**config.mk**
```make
export PLATFORM = sky130hd
export DESIGN_NAME = miss_classifier
export DESIGN_NICKNAME = d
export VERILOG_FILES = /design/src/rtl/miss_classifier.sv
export SDC_FILE = /design/constraint.sdc
export NUM_CORES = 1
export LEC_CHECK = 0
export BUFFER_PORTS_ARGS = -buffer_cell sky130_fd_sc_hd__buf_4
export CELL_PAD_IN_SITES_DETAIL_PLACEMENT = 0
export CELL_PAD_IN_SITES_GLOBAL_PLACEMENT = 2
export CORE_UTILIZATION = 46
export CTS_BUF_LIST = sky130_fd_sc_hd__clkbuf_8
export DETAILED_ROUTE_END_ITERATION = 6
export GPL_ROUTABILITY_DRIVEN = 0
export PLACE_DENSITY_LB_ADDON = 0.1
export SLEW_MARGIN = 5
export SYNTH_ARGS = -nofsm -noshare
export SYNTH_HDL_FRONTEND = slang
export SYNTH_SLANG_ARGS = --single-unit
```
**constraint.sdc**
```tcl
create_clock -name clk -period 6.8 [get_ports clk]
set_clock_uncertainty 0.05 [all_clocks]
set_input_delay 1.36 -clock clk [delete_from_list [all_inputs] [get_ports clk]]
set_output_delay 1.36 -clock clk [all_outputs]
set_load 0.01 [all_outputs]
```
**src/rtl/miss_classifier.sv**
```systemverilog
module miss_classifier #(
  parameter int LINES  = 4,
  parameter int ADDR_W = 6,
  parameter int CNT_W  = 16
) (
  input  logic              clk,
  input  logic              rst_n,
  input  logic              acc_valid,
  input  logic [ADDR_W-1:0] acc_line,
  output logic              cls_valid,
  output logic [1:0]        cls_code,
  output logic [CNT_W-1:0]  cnt_hit,
  output logic [CNT_W-1:0]  cnt_comp,
  output logic [CNT_W-1:0]  cnt_cap,
  output logic [CNT_W-1:0]  cnt_conf
);
  localparam int IDX_W = $clog2(LINES);
  localparam int SPACE = 1 << ADDR_W;
  localparam logic [CNT_W-1:0] CMAX = {CNT_W{1'b1}};
  localparam logic [IDX_W-1:0] OLDEST = IDX_W'(LINES - 1);

  logic [SPACE-1:0]  seen;
  logic [LINES-1:0]  dm_v;
  logic [ADDR_W-1:0] dm_tag [LINES];
  logic [LINES-1:0]  fa_v;
  logic [ADDR_W-1:0] fa_tag [LINES];
  logic [IDX_W-1:0]  fa_age [LINES];
  logic [CNT_W-1:0]  cnt [4];

  logic [IDX_W-1:0] idx;
  logic             dm_hit, fa_hit, any_free;
  logic [IDX_W-1:0] hit_way, free_way, lru_way, tgt_way;
  logic [IDX_W:0]   thr;
  logic [1:0]       code_now;
  logic [LINES-1:0] mru_vec;

  assign idx    = acc_line[IDX_W-1:0];
  assign dm_hit = dm_v[idx] && (dm_tag[idx] == acc_line);

  always_comb begin
    fa_hit   = 1'b0;
    any_free = 1'b0;
    hit_way  = '0;
    free_way = '0;
    lru_way  = '0;
    for (int w = LINES - 1; w >= 0; w--) begin
      if (fa_v[w] && fa_tag[w] == acc_line) begin
        fa_hit  = 1'b1;
        hit_way = IDX_W'(w);
      end
      if (!fa_v[w]) begin
        any_free = 1'b1;
        free_way = IDX_W'(w);
      end
      if (fa_v[w] && fa_age[w] == OLDEST) lru_way = IDX_W'(w);
    end
    tgt_way = fa_hit ? hit_way : (any_free ? free_way : lru_way);
    thr     = fa_hit ? {1'b0, fa_age[hit_way]} :
              (any_free ? (IDX_W+1)'(LINES) : (IDX_W+1)'(LINES - 1));
  end

  assign code_now = dm_hit ? 2'd0 : (!seen[acc_line] ? 2'd1 : (fa_hit ? 2'd3 : 2'd2));

  always_ff @(posedge clk or negedge rst_n) begin
    if (!rst_n) begin
      seen      <= '0;
      dm_v      <= '0;
      fa_v      <= '0;
      cls_valid <= 1'b0;
      cls_code  <= 2'd0;
      for (int w = 0; w < LINES; w++) begin
        dm_tag[w] <= '0;
        fa_tag[w] <= '0;
        fa_age[w] <= '0;
      end
      for (int k = 0; k < 4; k++) cnt[k] <= '0;
    end else begin
      cls_valid <= acc_valid;
      if (acc_valid) begin
        cls_code       <= code_now;
        seen[acc_line] <= 1'b1;
        if (!dm_hit) begin
          dm_v[idx]   <= 1'b1;
          dm_tag[idx] <= acc_line;
        end
        for (int w = 0; w < LINES; w++) begin
          if (IDX_W'(w) == tgt_way) begin
            fa_v[w]   <= 1'b1;
            fa_tag[w] <= acc_line;
            fa_age[w] <= '0;
          end else if (fa_v[w] && {1'b0, fa_age[w]} < thr) begin
            fa_age[w] <= fa_age[w] + 1'b1;
          end
        end
        if (cnt[code_now] != CMAX) cnt[code_now] <= cnt[code_now] + 1'b1;
      end
    end
  end

  assign cnt_hit  = cnt[0];
  assign cnt_comp = cnt[1];
  assign cnt_cap  = cnt[2];
  assign cnt_conf = cnt[3];

  always_comb
    for (int w = 0; w < LINES; w++) mru_vec[w] = fa_v[w] && (fa_age[w] == '0);


  valid_follows_chk: assert property (@(posedge clk) disable iff (!rst_n)
    acc_valid |=> cls_valid);

  idle_quiet_chk: assert property (@(posedge clk) disable iff (!rst_n)
    !acc_valid |=> !cls_valid);

  single_mru_chk: assert property (@(posedge clk) disable iff (!rst_n)
    $onehot0(mru_vec));

  accessed_is_mru_chk: assert property (@(posedge clk) disable iff (!rst_n)
    acc_valid |=> $countones(mru_vec) == 1);

  hit_count_step_chk: assert property (@(posedge clk) disable iff (!rst_n)
    (cls_valid && cls_code == 2'd0 && $past(cnt_hit) != CMAX) |-> cnt_hit == $past(cnt_hit) + 1'b1);

  conf_no_wrap_chk: assert property (@(posedge clk) disable iff (!rst_n)
    $past(cnt_conf) == CMAX |-> cnt_conf == CMAX);

  idle_counts_stable_chk: assert property (@(posedge clk) disable iff (!rst_n)
    !cls_valid |-> ($stable(cnt_hit) && $stable(cnt_comp) && $stable(cnt_cap) && $stable(cnt_conf)));
endmodule

```
Yosys cells after proc, flatten, opt, wreduce, memory -nomap -nowiden
Index checks and enable logic that the tools add are counted.
W data, S select, Z words.
- bits in registers: 195
- input port bits: 9
- output and inout bits: 67
- word-level logic and storage cells: 151
- add/sub/neg operators: 5
- order comparisons: 13
- eq/ne operators: 13
- mux-type cells: 58
- bitwise operators: 6
- reductions and logical operators: 32
- operator list (operator ; count):
    $bwmux W64 ; 1
    $or A64 B64 Y64 ; 1
    $mux W2 ; 26
    $mux W16 ; 3
    $bmux W16 S2 ; 1
    $demux W16 S2 ; 1
    $eq A6 B6 Y1 ; 5
    $bwmux W24 ; 1
    $reduce_and A2 Y1 ; 10
    $mux W6 ; 3
    $logic_and A1 B1 Y1 ; 17
    $add A16 B1 Y16 const B ; 1
    $ne A16 B16 Y1 const B ; 1
    $mux W1 ; 13
    $bmux W6 S2 ; 1
    $demux W6 S2 ; 1
    $lt A2 B3 Y1 ; 4
    $ge A3 B3 Y1 const B ; 3
    $not A2 Y3 ; 3
    $add A2 B1 Y2 const B ; 4
    $eq A2 B2 Y1 const B ; 4
    $reduce_bool A2 Y1 ; 4
    $lt A6 B7 Y1 const B ; 1
    $bmux W1 S6 ; 1
    14 further kinds ; 17

Longest topological paths before layout
- word-level depth: 15
- gate-level depth with buffers: 19
- gate-level depth less buffers: 13

Worst setup path after synthesis
No wires, ideal clock.
- kind: input-to-reg
- start: input port acc_line[1]
- end: register cnt (netlist bit cnt_hit[10])
- library setup time: 125 ps
- arrival time: 4765 ps
- required time: 6625 ps
- setup slack: 1860 ps
- stages on the path: 18
- path buffers: 7
- path through: buf_6 > buf_8 > buf_8 > mux4_2 > xnor2_1 > o2111ai_1 > nor2_2 > buf_2 > buf_2 > o211ai_1 > inv_1 > ha_1 > nor3b_2 > nand2_2 > o311a_1 > buf_6 > buf_6 > mux2_4
- word-level cells in the longest chain between the ends: 15
- elaborated cells on any way between the ends: 38
- classes of those cells: add/sub: 1; order compare: 2; eq/ne: 6; mux: 20; bitwise: 2; reduce/logical: 7
- ends and longest elaborated chain (what ; line ; source):
    start, declared ; 9 ; input logic [ADDR_W-1:0] acc_line,
    $eq A6 B6 Y1 ; 47 ; if (fa_v[w] && fa_tag[w] == acc_line) begin
    $logic_and A1 B1 Y1 ; 47 ;
    $mux W1 (4 in a row) ; 47 ;
    $mux W1 ; 62 ; assign code_now = dm_hit ? 2'd0 : (!seen[acc_line] ? 2'd1 : (fa_hit ? 2'd3 : 2'd2));
    $mux W2 ; 62 ;
    $mux W2 * ; 62 ;
    $not A2 Y3 (not written as such) * ; 95 ; if (cnt[code_now] != CMAX) cnt[code_now] <= cnt[code_now] + 1'b1;
    $bmux W16 S2 (tied with other cells) ; 95 ;
    $mux W16 (not written as such) or $logic_and A1 B1 Y1 (tied branches) ; 95 ;
    $mux W16 (not written as such) ; 95 ;
    $add A16 B1 Y16 (tied with other cells) ; 95 ;
    $bwmux W64 or $reduce_and A2 Y1 (tied branches) ; - ;
    end, declared ; 28 ; logic [CNT_W-1:0] cnt [4];
Mark *: on every way between the ends. The rest lies on a longest branch, timed or not. The select of a mux whose other input is x is not followed.
A chain may end at the register's enable or synchronous reset.

Worst setup path in the final report
- start: input port acc_line[1]
- end: register cnt (netlist bit cnt_conf[0])
The elaborated chain is that of the path after synthesis.

==> flow_metrics.env <==
export IMPL_hold_class="register to register"
export IMPL_utilization_pct=52.4
export IMPL_synth_most_common_cell="dfrtp_1"
export IMPL_num_antenna_cells=0
export IMPL_initial_utilization_pct=46.9
export IMPL_start_kind="primary input"
export IMPL_critPathBufInv=4
export IMPL_route_detailed_drc=0
export IMPL_tightest_slew_ps=1060
export IMPL_power_density_nw_per_um2=421
export IMPL_clock_sinks=195
export IMPL_synth_xor_area_share_pct=3.82
export IMPL_synth_adder_area_share_pct=1.15
export IMPL_yosys_area_top_type="dfrtp_1"
export IMPL_pre_cts_ws_ps=711
export IMPL_period_minus_slack_ps=5660
export IMPL_crit_path_max_fanout=53
export IMPL_cts_resized=0
export IMPL_critPathRequiredTime_ps=7090
export IMPL_design_die_area_um2=22000
export IMPL_max_freq_mhz=177
export IMPL_final_seq_area_um2=4880
export IMPL_synth_seq_cells=195
export IMPL_track_usage_pct=23.1
export IMPL_critical_path_class="primary input to register"
export IMPL_yosys_mux_area_fraction_pct=17.2
export IMPL_drt_pass1_iter_count=5
export IMPL_grt_pass1_wl_um=39100
export IMPL_finalSetupViolCount=0
export IMPL_slew_headroom_pct=29.3
export IMPL_p_leak_nw=4.86
export IMPL_via_per_inst=5.92
export IMPL_synthSimpleGateAreaFrac_pct=11.4
export IMPL_synth_warnings=0
export IMPL_gr_total_overflow=0
export IMPL_drv_cap=0
export IMPL_fin_nets=885
export IMPL_cts_made_buffers=17
export IMPL_core_area_um2=21000
export IMPL_drive_gt1_share_pct=29.2
export IMPL_ys_flop_type="dfrtp_1"
export IMPL_port_buffers=75
export IMPL_io_pins=76
export IMPL_netlist_area_leader_share_pct=49.6
export IMPL_area_delta_synth_final_pct=11.6
export IMPL_grt_start_max_net_pins=77
export IMPL_fin_crit_sh_pct=83.3
export IMPL_cts_root_buf="clkbuf_8"
export IMPL_yosys_top_cells_area="dfrtp_1 50%, mux2_2 11%, mux2i_1 4.1%"
export IMPL_slowest_stage="nor2_2"
export IMPL_clkTransAtPathRegs_ps=110
export IMPL_row_count=53
export IMPL_end_kind="register"
export IMPL_post_cts_buffers=0
export IMPL_htreeDepth=4
export IMPL_wirelength_um=24300
export IMPL_crit_arrival_ps=5960
export IMPL_grt_pass1_vias=6959
export IMPL_cts_tree="done"
export IMPL_hpwlAfterDp_um=16900
export IMPL_status="finished, final reports clean"
export IMPL_cts_path_max_buffers=2
export IMPL_crit_family="simple AND/OR/NAND/NOR gates"
export IMPL_peakVddDrop_uv=138
export IMPL_worst_slack_ps=1140
export IMPL_synth_common_cells="195 x dfrtp_1, 95 x mux2_2, 40 x mux2i_1, 36 x nand2_1, 35 x a21o_1"
export IMPL_fin_setup_tns_ps=0
export IMPL_multi_input_area_um2=4620
export IMPL_dieHeight_um=148
export IMPL_cpMostUsedCell="buf_4"
export IMPL_synth_nets=825
export IMPL_num_vias=6835
export IMPL_synth_edff_count=0
export IMPL_ys_types=64
export IMPL_clock_latency_ps=470
export IMPL_drtIter0Drc=443
export IMPL_syn_area_um2=9830
export IMPL_ant_nets=0
export IMPL_hold_viol_final=0
export IMPL_synth_avg_cell_area_um2=12.2
export IMPL_synth_top_family_by_area="multiplexers"
export IMPL_async_reset_ff_share_pct=100
export IMPL_path_cells="buf_4 -> mux4_2 -> xnor2_1 -> o2111ai_1 -> nor2_2 -> buf_4 -> o221ai_1 -> inv_1 -> ha_1 -> nor4b_1 -> nand4_1 -> nand2_1 -> buf_4 -> mux2_2"
export IMPL_synth_seq_area_share_pct=49.6
export IMPL_synthCells=807
export IMPL_post_drt_wl_per_cell_um=21.0
export IMPL_final_fill_count=1901
export IMPL_max_stage_delay_ps=690
export IMPL_synth_compound_area_share_pct=13.2
export IMPL_maxSlewViolCount=0
export IMPL_grt_antenna_before_repair=0
export IMPL_rsz0062_at_grt="no"
export IMPL_die_x_um=148
export IMPL_postCtsHoldBufs=0
-- state kept, by name, summed over array words and instances, names as in the netlist --
name / flops
seen: 64
dm_tag: 24
fa_tag: 24
cnt_cap: 16
cnt_comp: 16
cnt_conf: 16
cnt_hit: 16
fa_age: 8
dm_v: 4
fa_v: 4
cls_code: 2
cls_valid: 1
-- where the power goes --
part | total (mW) | internal, mW | switching (mW)
sequential | 1.88 | 1.55 | 0.330
clock | 0.743 | 0.277 | 0.466
combinational | 2.00 | 0.989 | 1.01
total | 4.62 | 2.81 | 1.81
-- final cells by class --
| type | count | area share, % |
|---|---|---|
| sequential | 195 | 44.5 |
| inverter | 10 | 0.342 |
| timing repair buffer | 92 | 6.35 |
| clock inverter | 15 | 1.48 |
| multi-input combinational | 551 | 42.1 |
| tap | 275 | 3.14 |
| clock buffer | 17 | 2.13 |
-- worst reg2reg max path, stage by stage (launching register included) --
cell       delay (ps)
dfrtp_1           410
mux4_2            490
xnor2_1           140
o2111ai_1         280
nor2_2            690
buf_4             340
o221ai_1          230
inv_1             100
ha_1              190
nor4b_1           340
nand4_1           260
nand2_1           330
buf_4             300
mux2_2            370
-- metal layers --
layer | vias up | track usage (%) | share of wire (%) | wire length (um)
met3 | 24 | 3.25 | 3.8 | 925
met1 | 3531 | 32.2 | 47 | 11300
met5 | - | 0 | 0 | 0
met2 | 158 | 37.4 | 49 | 11800
li1 | 3122 | - | - | -
met4 | 0 | 6.55 | 1.0 | 252
-- cells in the final DEF (no fill, tap or decap), types with 5 or more instances in the layout --
cell type	count
dfrtp_1	195
mux2_2	95
buf_4	91
mux2i_1	40
nand2_1	36
a21o_1	35
o21bai_1	28
xor2_1	23
nor3_1	21
nor2_1	19
xnor2_1	18
clkbuf_8	18
nand3_1	16
o21ai_0	16
nand4_1	15
a22oi_1	15
o31a_1	14
o41a_1	13
a221oi_1	13
nand2b_1	11
inv_1	10
mux2_4	9
ha_1	9
nor2b_1	6
and2_1	6
a21oi_1	6
nor4_4	6
or2_2	6
nand3b_1	5
nor3b_1	5
or3_1	5
or4_1	5
o21a_1	5
clkinv_4	5
-- metrics by stage --
stage          instance area (um^2)  hold WS (ps)  instances  power [mW]
2_1_floorplan                  9830           365        807        3.16
3_3_place_gp                  10600           376       1123        3.84
3_5_place_dp                  10600           394       1123        3.90
4_1_cts                       11000           419       1155        4.65
5_1_grt                       11000           431       1155        4.92
6_report                      11000           417       1155        4.62
-- kinds of logic (layout without fill, tap and decap cells) --
kind of cell    Yosys count  after routing
flops                   195            195
simple gates            184            184
compound gates          168            168
mux                     148            148
buf+inv                  61            134
xor+xnor                 42             42
fa+ha+maj                 9              9
-- worst paths after layout --
kind                              from          end  slack [ps]  cells after the start
setup / recovery           acc_line[1]  cnt_conf[0]        1140                     14
hold reg to reg               seen[60]     seen[60]         420                      1
setup reg to reg             dm_tag[2]  cnt_conf[0]        2170                     13
max in group asynchronous        rst_n      seen[2]        4530                      2
hold / removal                seen[60]     seen[60]         420                      1
min in group asynchronous        rst_n    fa_age[3]         790                      1
Power figures use the tool's default switching activity.
